$ cat src/rtl/lru_arb_pkg.sv
package lru_arb_pkg;
  // Width of an index able to name any of n ports (at least one bit).
  function automatic int unsigned idx_width(int unsigned n);
    return (n > 1) ? $clog2(n) : 1;
  endfunction
endpackage

$ cat src/rtl/lru_slot_match.sv
// Marks each list slot whose stored port index is currently requesting.
module lru_slot_match #(
  parameter int N = 8,
  parameter int W = 3
) (
  input  logic [N-1:0]   req,
  input  logic [N*W-1:0] order,
  output logic [N-1:0]   hit
);
  for (genvar k = 0; k < N; k++) begin : g_slot
    logic [W-1:0] port;
    assign port   = order[k*W +: W];
    assign hit[k] = (int'(port) < N) ? req[port] : 1'b0;
  end
endmodule

$ cat src/rtl/lru_head_pick.sv
// Finds the lowest-numbered slot with a live request.
module lru_head_pick #(
  parameter int N = 8,
  parameter int W = 3
) (
  input  logic [N-1:0] hit,
  output logic [W-1:0] pos,
  output logic         any
);
  always_comb begin
    pos = '0;
    any = 1'b0;
    for (int k = N - 1; k >= 0; k--) begin
      if (hit[k]) begin
        pos = W'(k);
        any = 1'b1;
      end
    end
  end
endmodule

$ cat src/rtl/lru_order_list.sv
// Holds the recency list; on an update removes one slot and appends its index.
module lru_order_list #(
  parameter int N = 8,
  parameter int W = 3
) (
  input  logic           clk,
  input  logic           rst,
  input  logic           move_en,
  input  logic [W-1:0]   move_pos,
  input  logic [W-1:0]   move_idx,
  output logic [N*W-1:0] order
);
  logic [W-1:0] slot_q [N];
  logic [W-1:0] slot_d [N];

  always_comb begin
    for (int k = 0; k < N; k++) begin
      if (!move_en || k < int'(move_pos)) slot_d[k] = slot_q[k];
      else if (k == N - 1)                slot_d[k] = move_idx;
      else                                slot_d[k] = slot_q[k + 1];
    end
  end

  always_ff @(posedge clk) begin
    for (int k = 0; k < N; k++) begin
      if (rst) slot_q[k] <= W'(k);
      else     slot_q[k] <= slot_d[k];
    end
  end

  for (genvar k = 0; k < N; k++) begin : g_flat
    assign order[k*W +: W] = slot_q[k];
  end
endmodule

$ cat src/rtl/lru_order_arbiter.sv
module lru_order_arbiter #(
  parameter int N = 8
) (
  input  logic                                clk_i,
  input  logic                                rst_i,
  input  logic [N-1:0]                        req_i,
  input  logic                                upd_i,
  output logic [N-1:0]                        gnt_o,
  output logic [lru_arb_pkg::idx_width(N)-1:0] gnt_idx_o,
  output logic                                gnt_vld_o,
  output logic [N*lru_arb_pkg::idx_width(N)-1:0] order_o
);
  localparam int W = lru_arb_pkg::idx_width(N);

  logic [N-1:0] hit;
  logic [W-1:0] win_pos;
  logic         win_any;
  logic [W-1:0] win_idx;

  lru_slot_match #(.N(N), .W(W)) u_match (
    .req   (req_i),
    .order (order_o),
    .hit   (hit)
  );

  lru_head_pick #(.N(N), .W(W)) u_pick (
    .hit (hit),
    .pos (win_pos),
    .any (win_any)
  );

  assign win_idx = win_any ? order_o[win_pos*W +: W] : '0;

  lru_order_list #(.N(N), .W(W)) u_list (
    .clk      (clk_i),
    .rst      (rst_i),
    .move_en  (upd_i & win_any),
    .move_pos (win_pos),
    .move_idx (win_idx),
    .order    (order_o)
  );

  assign gnt_vld_o = win_any;
  assign gnt_idx_o = win_idx;
  always_comb begin
    gnt_o = '0;
    if (win_any) gnt_o[win_idx] = 1'b1;
  end
endmodule

$ cat config.mk
export PLATFORM = sky130hd
export DESIGN_NAME = lru_order_arbiter
export DESIGN_NICKNAME = d
export VERILOG_FILES = /design/src/rtl/lru_arb_pkg.sv /design/src/rtl/lru_slot_match.sv /design/src/rtl/lru_head_pick.sv /design/src/rtl/lru_order_list.sv /design/src/rtl/lru_order_arbiter.sv
export SDC_FILE = /design/constraint.sdc
export NUM_CORES = 1
export LEC_CHECK = 0
export BUFFER_PORTS_ARGS = -buffer_cell sky130_fd_sc_hd__buf_4
export CORE_AREA = 2 2 64 66
export DETAILED_ROUTE_END_ITERATION = 16
export DIE_AREA = 0 0 66 68
export PLACE_DENSITY = 0.75
export SLEW_MARGIN = 5
export SYNTH_ARGS = -nofsm -noshare
export SYNTH_HDL_FRONTEND = slang
export SYNTH_SLANG_ARGS = --single-unit
$ cat constraint.sdc
create_clock -name clk_i -period 3.1 [get_ports clk_i]
set_input_delay 0.62 -clock clk_i [delete_from_list [all_inputs] [get_ports clk_i]]
set_output_delay 0.62 -clock clk_i [all_outputs]
set_load 0.03 [all_outputs]
## Word-level counts from Yosys, hierarchy flattened

Memory sizes are Yosys's and may differ from the RTL's.
Cells that the tools add are included.

| word-level totals | value |
|---|---|
| flip-flop bits (word level) | 0 |
| latch bits | 0 |
| RAM bits | 24 |
| ROM bits | 0 |
| logic and storage cells | 93 |
| memories | 1 |

Memories:

| memory | words | bits a word | read ports | clocked after memory_dff | write ports | line | source |
|---|---|---|---|---|---|---|---|
| u_list.slot_q | 8 | 3 | 8 | 0 | 8 | lru_order_list.sv:13 | `logic [W-1:0] slot_q [N];` |

| operators by class | value |
|---|---|
| add/subtract/negate cells | 0 |
| multipliers | 1 |
| div/mod/pow operators | 0 |
| order comparisons | 17 |
| eq/ne operators | 0 |
| shift-type cells | 1 |
| multiplexer cells | 55 |
| bitwise gates (word level) | 9 |
| reductions and logical operators | 9 |

Operator list:

| cell | number |
|---|---|
| 3-bit two-way mux | 25 |
| 3-bit by 4-bit less-than comparator with 1-bit output (second input constant) | 9 |
| 1-bit binary-select mux with 3-bit select | 8 |
| 24-bit by 6-bit indexed part select with 3-bit output | 1 |
| 1-bit two-way mux | 20 |
| 3-bit less-than comparator (first input constant) | 3 |
| 8-bit two-way mux | 1 |
| 1-bit OR | 8 |
| 1-bit logical OR | 7 |
| 1-bit by 3-bit less-than comparator with 1-bit output (first input constant) | 2 |
| 2-bit by 3-bit less-than comparator with 1-bit output (first input constant) | 2 |
| 3-bit by 2-bit multiplier with 5-bit output (second input constant) | 1 |
| 1-bit demux with 3-bit select | 1 |
| 3-bit by 1-bit greater-or-equal comparator with 1-bit output (second input constant) | 1 |
| 1-bit AND | 1 |
| 1-bit logical AND | 1 |
| 1-bit zero test | 1 |

## Logic depth before layout (Yosys ltp)

Gate-level depths: netlist of run 1.

| depth | value |
|---|---|
| word-level depth | 18 |
| gate-level depth with buffers | 9 |

## By module

From an unflattened synthesis of run 1, not the netlist that was laid out.

| second synthesis, totals | value |
|---|---|
| cell total of the unflattened synthesis | 173 |
| area total of the unflattened synthesis | 1871.8 sq um |

Modules (own cells, without submodules):

| module | times used | cells an instance | area an instance (sq um) |
|---|---|---|---|
| lru_order_list | 1 | 100 | 972.2 |
| lru_slot_match | 1 | 24 | 510.5 |
| lru_order_arbiter | 1 | 36 | 309.0 |
| lru_head_pick | 1 | 13 | 80.1 |

## Worst setup path before layout of run 1

No wires, ideal clock.

| path | value |
|---|---|
| kind | reg-to-output |
| from | memory u_list.slot_q[4][0] (netlist: u_list.slot_q[2][0]) |
| to | output port gnt_o[2] |
| arrival time | 3.164 ns |
| required time | 2.480 ns |
| setup slack | -0.684 ns |
| stages on the path, launching flop included | 8 |
| cell sequence | dfxtp_1 mux4_2 mux2_4 a211oi_2 a221oi_1 o31a_1 a32o_2 nor3_1 |

RTL lines:

| what | line | source |
|---|---|---|
| start: declaration | lru_order_list.sv:13 |  |
| end: declaration | lru_order_arbiter.sv:8 | `output logic [N-1:0] gnt_o,` |

## Final worst setup path of run 1

| path | value |
|---|---|
| from | input port req_i[7] |
| to | output port gnt_o[4] |

| between the ends | value |
|---|---|
| cells in the longest elaborated chain, start to end | 18 |
| elaborated cells on any way between the ends | 41 |
| classes of those cells | 1 x mul; 2 x order compare; 1 x shift; 36 x mux; 1 x reduce/logical |

Ends and longest elaborated chain:

| what | line | source |
|---|---|---|
| start: declaration | lru_order_arbiter.sv:6 | `input logic [N-1:0] req_i,` |
| 1-bit binary-select mux with 3-bit select | lru_slot_match.sv:13 | `assign hit[k] = (int'(port) < N) ? req[port] : 1'b0;` |
| 1-bit two-way mux (not written as such) | lru_slot_match.sv:13 |  |
| 3-bit two-way mux (8 in a row) | lru_head_pick.sv:14 | `if (hit[k]) begin` |
| 3-bit by 2-bit multiplier with 5-bit output | lru_order_arbiter.sv:32 | `assign win_idx = win_any ? order_o[win_pos*W +: W] : '0;` |
| 24-bit by 6-bit indexed part select with 3-bit output | lru_order_arbiter.sv:32 |  |
| 3-bit two-way mux | lru_order_arbiter.sv:32 |  |
| 3-bit by 4-bit less-than comparator with 1-bit output (not written as such) / 3-bit by 1-bit greater-or-equal comparator with 1-bit output (equally long branches) | lru_order_arbiter.sv:47 | `if (win_any) gnt_o[win_idx] = 1'b1;` |
| 1-bit logical AND (not written as such) | lru_order_arbiter.sv:47 |  |
| 1-bit two-way mux (not written as such) | lru_order_arbiter.sv:47 |  |
| 1-bit demux with 3-bit select | lru_order_arbiter.sv:47 |  |
| 8-bit two-way mux (*) | lru_order_arbiter.sv:47 |  |

Mark *: on every way between the ends. The rest lies on a longest branch, timed or not. The select of a mux whose other input is x is not followed.

==> metrics.md, run 1 <==
| Metric | Value |
|---|---|
| H-tree Lvls | `1` |
| Layout area overhead | `79.2%` |
| DIE AREA | `0.00449 sq mm` |
| Largest registers | `u_list.slot_q x24` |
| Setup Viol. Count Final | `12` |
| Register area share after synthesis | `0.270` |
| Min Hold Slack | `0.542 ns` |
| Dominant synthesized flop cell | `dfxtp_1` |
| CP Data Arrival Time | `3.02 ns` |
| Reg clk slew, reported paths | `0.09 ns` |
| Final Critical Period | `3.64 ns` |
| Grt ovf | `0` |
| Asr flop ratio synth | `0` |
| Post-route setup slack | `-0.541 ns` |
| Fin Clk Skew | `0.00740 ns` |
| Critical Path End Type | `output port` |
| Final net count | `308` |
| Final worst-path cycle share | `1.17` |
| Core Region | `0.00386 sq mm` |
| HP Class | `reg2reg` |
| Worst Tran Pin Value | `0.420 ns` |
| Crit-path cells | `buf_12 > mux4_2 > mux2_4 > a211oi_4 > buf_6 > a221oi_2 > o31a_1 > a32o_2 > buf_6 > nor3_4 > buf_6` |
| Status | `complete, but fails checks` |
| Distinct cell type count of the synthesized netlist | `41` |
| Port Buf Inserts | `46` |
| Iter 0 DRT Violations | `127` |
| Placed cells | `334` |
| Largest cells by area after synthesis | `dfxtp_1 27%, mux4_2 20%, mux2i_1 12%` |
| Vias/cell | `5.94` |
| Peak supply drop | `332 uV` |
| Most frequent CP cell | `buf_6` |
| Detailed placer's ending HPWL | `4.85 mm` |
| RSZ-0062 raised after global routing | `yes` |
| WP data required | `2.48 ns` |
| Number of flip-flops in the largest register | `24` |
| Max Cap Viol | `0` |
| DP Worst Slack | `-0.642 ns` |
| Ys Warns | `0` |
| #FFs+latches synth | `24` |
| Mapped Area | `0.00178 sq mm` |
| Largest buffer count on any clock path | `2` |
| Simple-Gate Fraction of Synth Area | `0.153` |
| Via count | `2,051` |
| Largest family of logic cells by synthesized area | `multiplexers` |
| Complex-gate fraction of the synthesized area | `0.188` |
| Adder-Cell Fraction of Synth Area | `0` |
| Die Wd | `66 microns` |
| Violated checks | `setup timing` |
| First-pass GRT wire length | `10.5 mm` |
| Worst setup SP type | `primary input` |
| Area share of the largest cell type after synthesis | `0.270` |
| LEAKAGE | `1.38 nW` |
| Largest register by flop count | `u_list.slot_q` |
| Reg-to-reg critical path startpoint | `u_list.slot_q[2][3]` |
| Xor/xnor share of the synthesized area | `0` |
| Most frequent cell after synthesis | `dfxtp_1` |
| Max incr delay on CP | `0.53 ns` |
| GRT Total Usage | `0.313` |
| Initial DRT Pass Iterations | `4` |
| Drc violations | `0` |
| Average wire per standard cell | `19.9 microns` |
| Root Driver | `clkbuf_8` |
| CTS tree | `done` |
| Total clock sinks | `24` |
| Syn_nets | `196` |
| DP Area | `0.00276 sq mm` |
| Register area | `488 sq um` |
| Worst-Skew Late Latency | `0.27 ns` |
| Area leader, netlist | `dfxtp_1` |
| Total CTS buffers | `3` |
| Post-synthesis mux area share | `0.356` |
| # diodes | `0` |
| Min-delay src | `u_list.slot_q[3][4]` |
| EDFF count, synth | `0` |
| Initial antenna violation count | `0` |
| Final wirelength | `6.86 mm` |
| Vias in the first global route | `2,010` |
| Relative max-transition margin | `0.718` |
| Gpl congestion | `0.916` |
| CP max-delay cell | `mux4_2` |
| Pin count of the biggest net entering global routing | `17` |
| Avg Cell Area, Syn | `9.60 sq um` |
| Crit-path max FO | `7` |
| Share of cells above drive strength 1 | `0.607` |
| Syn Inst Count | `185` |
| Final Hold Viols | `0` |
| Total power | `1.54 mW` |
| Initial cell density of the core | `0.461` |
| Multi-input gate area | `0.00151 sq mm` |
| Number of fill cells | `231` |
| Launch point of the worst path | `req_i[7]` |
| Number of cell rows | `23` |
| Design Area, Final | `0.00318 sq mm` |
| Max Slew Vio Count | `0` |
| Post-route insts no fill | `345` |
| Commonest cells post-synth | `24 x dfxtp_1, 21 x mux2i_1, 20 x nand2_1, 16 x mux4_2, 14 x nor2_1` |
| PwrDens | `485 mW/mm^2` |
| Kind of critical path | `in2out` |
| # IOs | `47` |
| Height of the die | `68 microns` |
| Fmax | `275 MHz` |
| Post-route ant nets | `0` |
[power by group]
group,internal (mW),total (mW),leakage (nW),switching (mW)
combinational,0.463,0.979,1.16,0.516
sequential,0.337,0.376,0.199,0.0388
clock,0.0871,0.188,0.0216,0.101
[timing repair]
item                                    CTS  global route
pin swaps                                21             8
buffers inserted                          8             1
gates cloned                              0             0
endpoints found under the setup margin   12            12
resized for setup                        64             8
hold buffers                              0             0
[routing by layer]
metal,wire [microns],up-vias,share of wire,track usage
met3,401,19,0.058,0.0263
met4,167,0,0.024,0.0893
met2,3600,99,0.52,0.564
met1,2690,986,0.39,0.403
met5,0,-,0,0
li1,-,947,-,-
[cells in the final DEF (no fill, tap or decap), drive strengths merged]
master  Yosys  routed
buf         2     111
dfxtp      24      24
mux2i      22      22
nand2      21      21
mux4       16      16
nor2       14      14
o21ai      12      12
inv        10      10
nand3       9       9
a21oi       9       9
nor3        8       8
and2        4       4
mux2        4       4
a221oi      3       3
clkbuf      2       3
o31ai       3       3
o21a        2       2
a211o       2       2
o31a        2       2
o211ai      2       2
a211oi      2       2
a22o        2       2
o22ai       2       2
a32o        2       2
a22oi       1       1
a21o        1       1
nand4       1       1
or3         1       1
and4        1       1
clkinv      1       1
[cells by family (layout without fill, tap and decap cells)]
logic type,Yosys count,in the layout
muxes,42,42
buffers and inverters,15,125
DFF,24,24
and+or+nand+nor,59,59
AOI/OAI and AO/OA,45,45
[worst paths after layout]
path | end | slack [ns] | cells after the start
setup reg to reg | u_list.slot_q[3][5] | 0.46 | 9
setup / recovery | gnt_o[4] | -0.54 | 11
hold reg to reg | u_list.slot_q[3][1] | 0.54 | 2
hold / removal | u_list.slot_q[3][1] | 0.54 | 2
[per-stage QoR]
stage / utilization / setup TNS (ns)
2_1_floorplan: - / -2.21
3_3_place_gp: 0.716 / -5.71
3_5_place_dp: 0.716 / -6.25
4_1_cts: 0.814 / -4.77
5_1_grt: 0.826 / -6.27
6_report: 0.826 / -5.60
[cell type report]
cell class,count,share of cell area
inverter,11,0.0193
timing repair buffer,111,0.321
multi-input combinational,146,0.474
clock buffer,3,0.0130
sequential,24,0.153
tap,50,0.0196
[worst max-delay path, delay by kind of cell]
family                 cells  cell delay (ns)
buffers and inverters      4             0.57
AO/OA/AOI/OAI              4             0.85
multiplexers               2             0.86
AND/OR/NAND/NOR            1             0.12
(Power assumes the default switching activity.)
==> inputs of run 2 (changes only) <==
BUFFER_PORTS_ARGS = -buffer_cell sky130_fd_sc_hd__buf_2   (was -buffer_cell sky130_fd_sc_hd__buf_4)
CORE_AREA = 2 2 58 74   (was 2 2 64 66)
DIE_AREA = 0 0 60 76   (was 0 0 66 68)
PLACE_DENSITY = 0.74   (was 0.75)
==> metrics.md, run 2 (synthesized netlist as in run 1, its figures left out) <==
| Metric | Value |
|---|---|
| Height of the die | `76 microns (was 68 microns)` |
| LEAKAGE | `1.30 nW (was 1.38 nW)` |
| Setup Viol. Count Final | `11 (was 12)` |
| Crit-path max FO | `7 (unchanged)` |
| Most frequent cells in the layout | `49 x buf_4, 26 x buf_6, 26 x buf_2 (was 73 x buf_4, 31 x buf_6, 18 x nand2_1, 18 x dfxtp_1, 16 x mux4_2)` |
| Post-route setup slack | `-0.533 ns (was -0.541 ns)` |
| Total power | `1.49 mW (was 1.54 mW)` |
| Register area | `490 sq um (was 488 sq um)` |
| Critical Path End Type | `output port (unchanged)` |
| RSZ-0062 raised after global routing | `yes (unchanged)` |
| Fmax | `275 MHz (about the same)` |
| Average wire per standard cell | `18.6 microns (was 19.9 microns)` |
| Total clock sinks | `24 (unchanged)` |
| Reg clk slew, reported paths | `0.09 ns (about the same)` |
| Vias in the first global route | `1,995 (was 2,010)` |
| Initial DRT Pass Iterations | `5 (was 4)` |
| Initial antenna violation count | `0 (unchanged)` |
| CP Data Arrival Time | `3.01 ns (was 3.02 ns)` |
| Largest buffer count on any clock path | `2 (unchanged)` |
| Worst setup SP type | `primary input (unchanged)` |
| Number of flip-flops in the largest register | `24 (unchanged)` |
| GRT Total Usage | `0.288 (was 0.313)` |
| H-tree Lvls | `1 (unchanged)` |
| Vias/cell | `5.89 (was 5.94)` |
| Most common cell after layout, fill and taps aside | `buf_4 (unchanged)` |
| Violated checks | `setup timing (unchanged)` |
| Relative max-transition margin | `0.709 (was 0.718)` |
| Root Driver | `clkbuf_8 (unchanged)` |
| Core Region | `0.00394 sq mm (was 0.00386 sq mm)` |
| Max Cap Viol | `0 (unchanged)` |
| Worst-Skew Late Latency | `0.28 ns (was 0.27 ns)` |
| Number of cell rows | `26 (was 23)` |
| Peak supply drop | `322 uV (was 332 uV)` |
| Post-route ant nets | `0 (unchanged)` |
| Port Buf Inserts | `46 (unchanged)` |
| Gpl congestion | `0.869 (was 0.916)` |
| # diodes | `0 (unchanged)` |
| Fin Clk Skew | `0.0112 ns (was 0.00740 ns)` |
| Detailed placer's ending HPWL | `4.66 mm (was 4.85 mm)` |
| Largest registers | `u_list.slot_q x24 (unchanged)` |
| Final net count | `300 (was 308)` |
| Worst Tran Pin Value | `0.434 ns (was 0.420 ns)` |
| Share of cells above drive strength 1 | `0.594 (was 0.607)` |
| Final wirelength | `6.41 mm (was 6.86 mm)` |
| Final worst-path cycle share | `1.17 (about the same)` |
| Initial cell density of the core | `0.451 (was 0.461)` |
| Number of fill cells | `263 (was 231)` |
| Die Wd | `60 microns (was 66 microns)` |
| Final Critical Period | `3.63 ns (was 3.64 ns)` |
| Via count | `2,026 (was 2,051)` |
| Multi-input gate area | `0.00149 sq mm (was 0.00151 sq mm)` |
| Layout area overhead | `67.5% (was 79.2%)` |
| Drc violations | `0 (unchanged)` |
| Largest register by flop count | `u_list.slot_q (unchanged)` |
| First-pass GRT wire length | `10.0 mm (was 10.5 mm)` |
| Final Hold Viols | `0 (unchanged)` |
| Flop-to-flop setup slack | `0.43 ns (was 0.46 ns)` |
| Post-CTS Hold Buffers | `0 (unchanged)` |
| WP data required | `2.48 ns (about the same)` |
| HP Class | `reg2reg (unchanged)` |
| Max Slew Vio Count | `0 (unchanged)` |
| Total CTS buffers | `3 (unchanged)` |
| Kind of critical path | `in2out (unchanged)` |
| Min Hold Slack | `0.548 ns (was 0.542 ns)` |
| Pin count of the biggest net entering global routing | `17 (unchanged)` |
| # IOs | `47 (unchanged)` |
| Status | `complete, but fails checks (unchanged)` |
| Grt ovf | `0 (unchanged)` |
| Iter 0 DRT Violations | `199 (was 127)` |
| PwrDens | `502 mW/mm^2 (was 485 mW/mm^2)` |
| DIE AREA | `0.00456 sq mm (was 0.00449 sq mm)` |
| CTS tree | `done (unchanged)` |
==> run 2: changes by cell type in the layout (fill, tap and decap cells not counted), sizes merged <==
cell,change
buf,-8
clkbuf,+1
==> run 2: cell type report <==
| cell class | instances | share of cell area |
|---|---|---|
| multi-input cells | 146 | 0.499 |
| repair buffers | 103 | 0.276 |
| flip-flops and latches | 24 | 0.165 |
| well taps | 56 | 0.0235 |
| clock buffers | 4 | 0.0185 |
| inverters | 11 | 0.0181 |
==> run 2: worst paths after layout <==
path	end	cells after the start	from
max	gnt_o[3]	12	req_i[5]
min	u_list.slot_q[3][4]	2	u_list.slot_q[3][4]
max reg2reg	u_list.slot_q[3][3]	10	u_list.slot_q[3][3]
min reg2reg	u_list.slot_q[3][4]	2	u_list.slot_q[3][4]
==> run 2: metrics by stage <==
step                std cells  worst slack, ns  instance area [sq um]  TNS, ns   util
detailed placement        333           -0.666                   2600    -6.83  0.661
floorplan                 185           -0.265                   1940    -2.21      -
global route              344           -0.611                   2980    -5.91  0.756
CTS                       341           -0.498                   2860    -5.17  0.726
global placement          333           -0.602                   2600    -6.09  0.661
finish                    344           -0.533                   2980    -5.04  0.756
==> run 2: critical path, cell delays in order <==
cell and delay (ns):
buf_8 0.11, mux4_2 0.51, buf_6 0.15, mux2i_4 0.22, buf_4 0.16, a21oi_1 0.08, a211oi_2 0.25, o21ai_1 0.11
a32o_2 0.34, buf_6 0.16, nor3_4 0.15, buf_6 0.15
==> run 2: metal layers <==
layer	part of all wire	up-vias	wire length, microns	track usage
met4	0.027	0	170	0.0956
met1	0.39	1014	2530	0.369
met2	0.53	77	3410	0.492
li1	-	921	-	-
met5	0	-	0	0
met3	0.048	14	305	0.0255
==> run 2: report_power, final <==
group	internal, mW	switching, mW	total, mW
logic	0.409	0.492	0.901
registers	0.337	0.0360	0.374
clock network	0.114	0.105	0.219
total	0.860	0.633	1.49
==> run 2: repair_timing <==
action | 4_1_cts | 5_1_grt
pin swaps | 23 | 16
setup endpoints to repair | 11 | 12
setup buffers | 4 | 3
gates resized for setup | 50 | 28
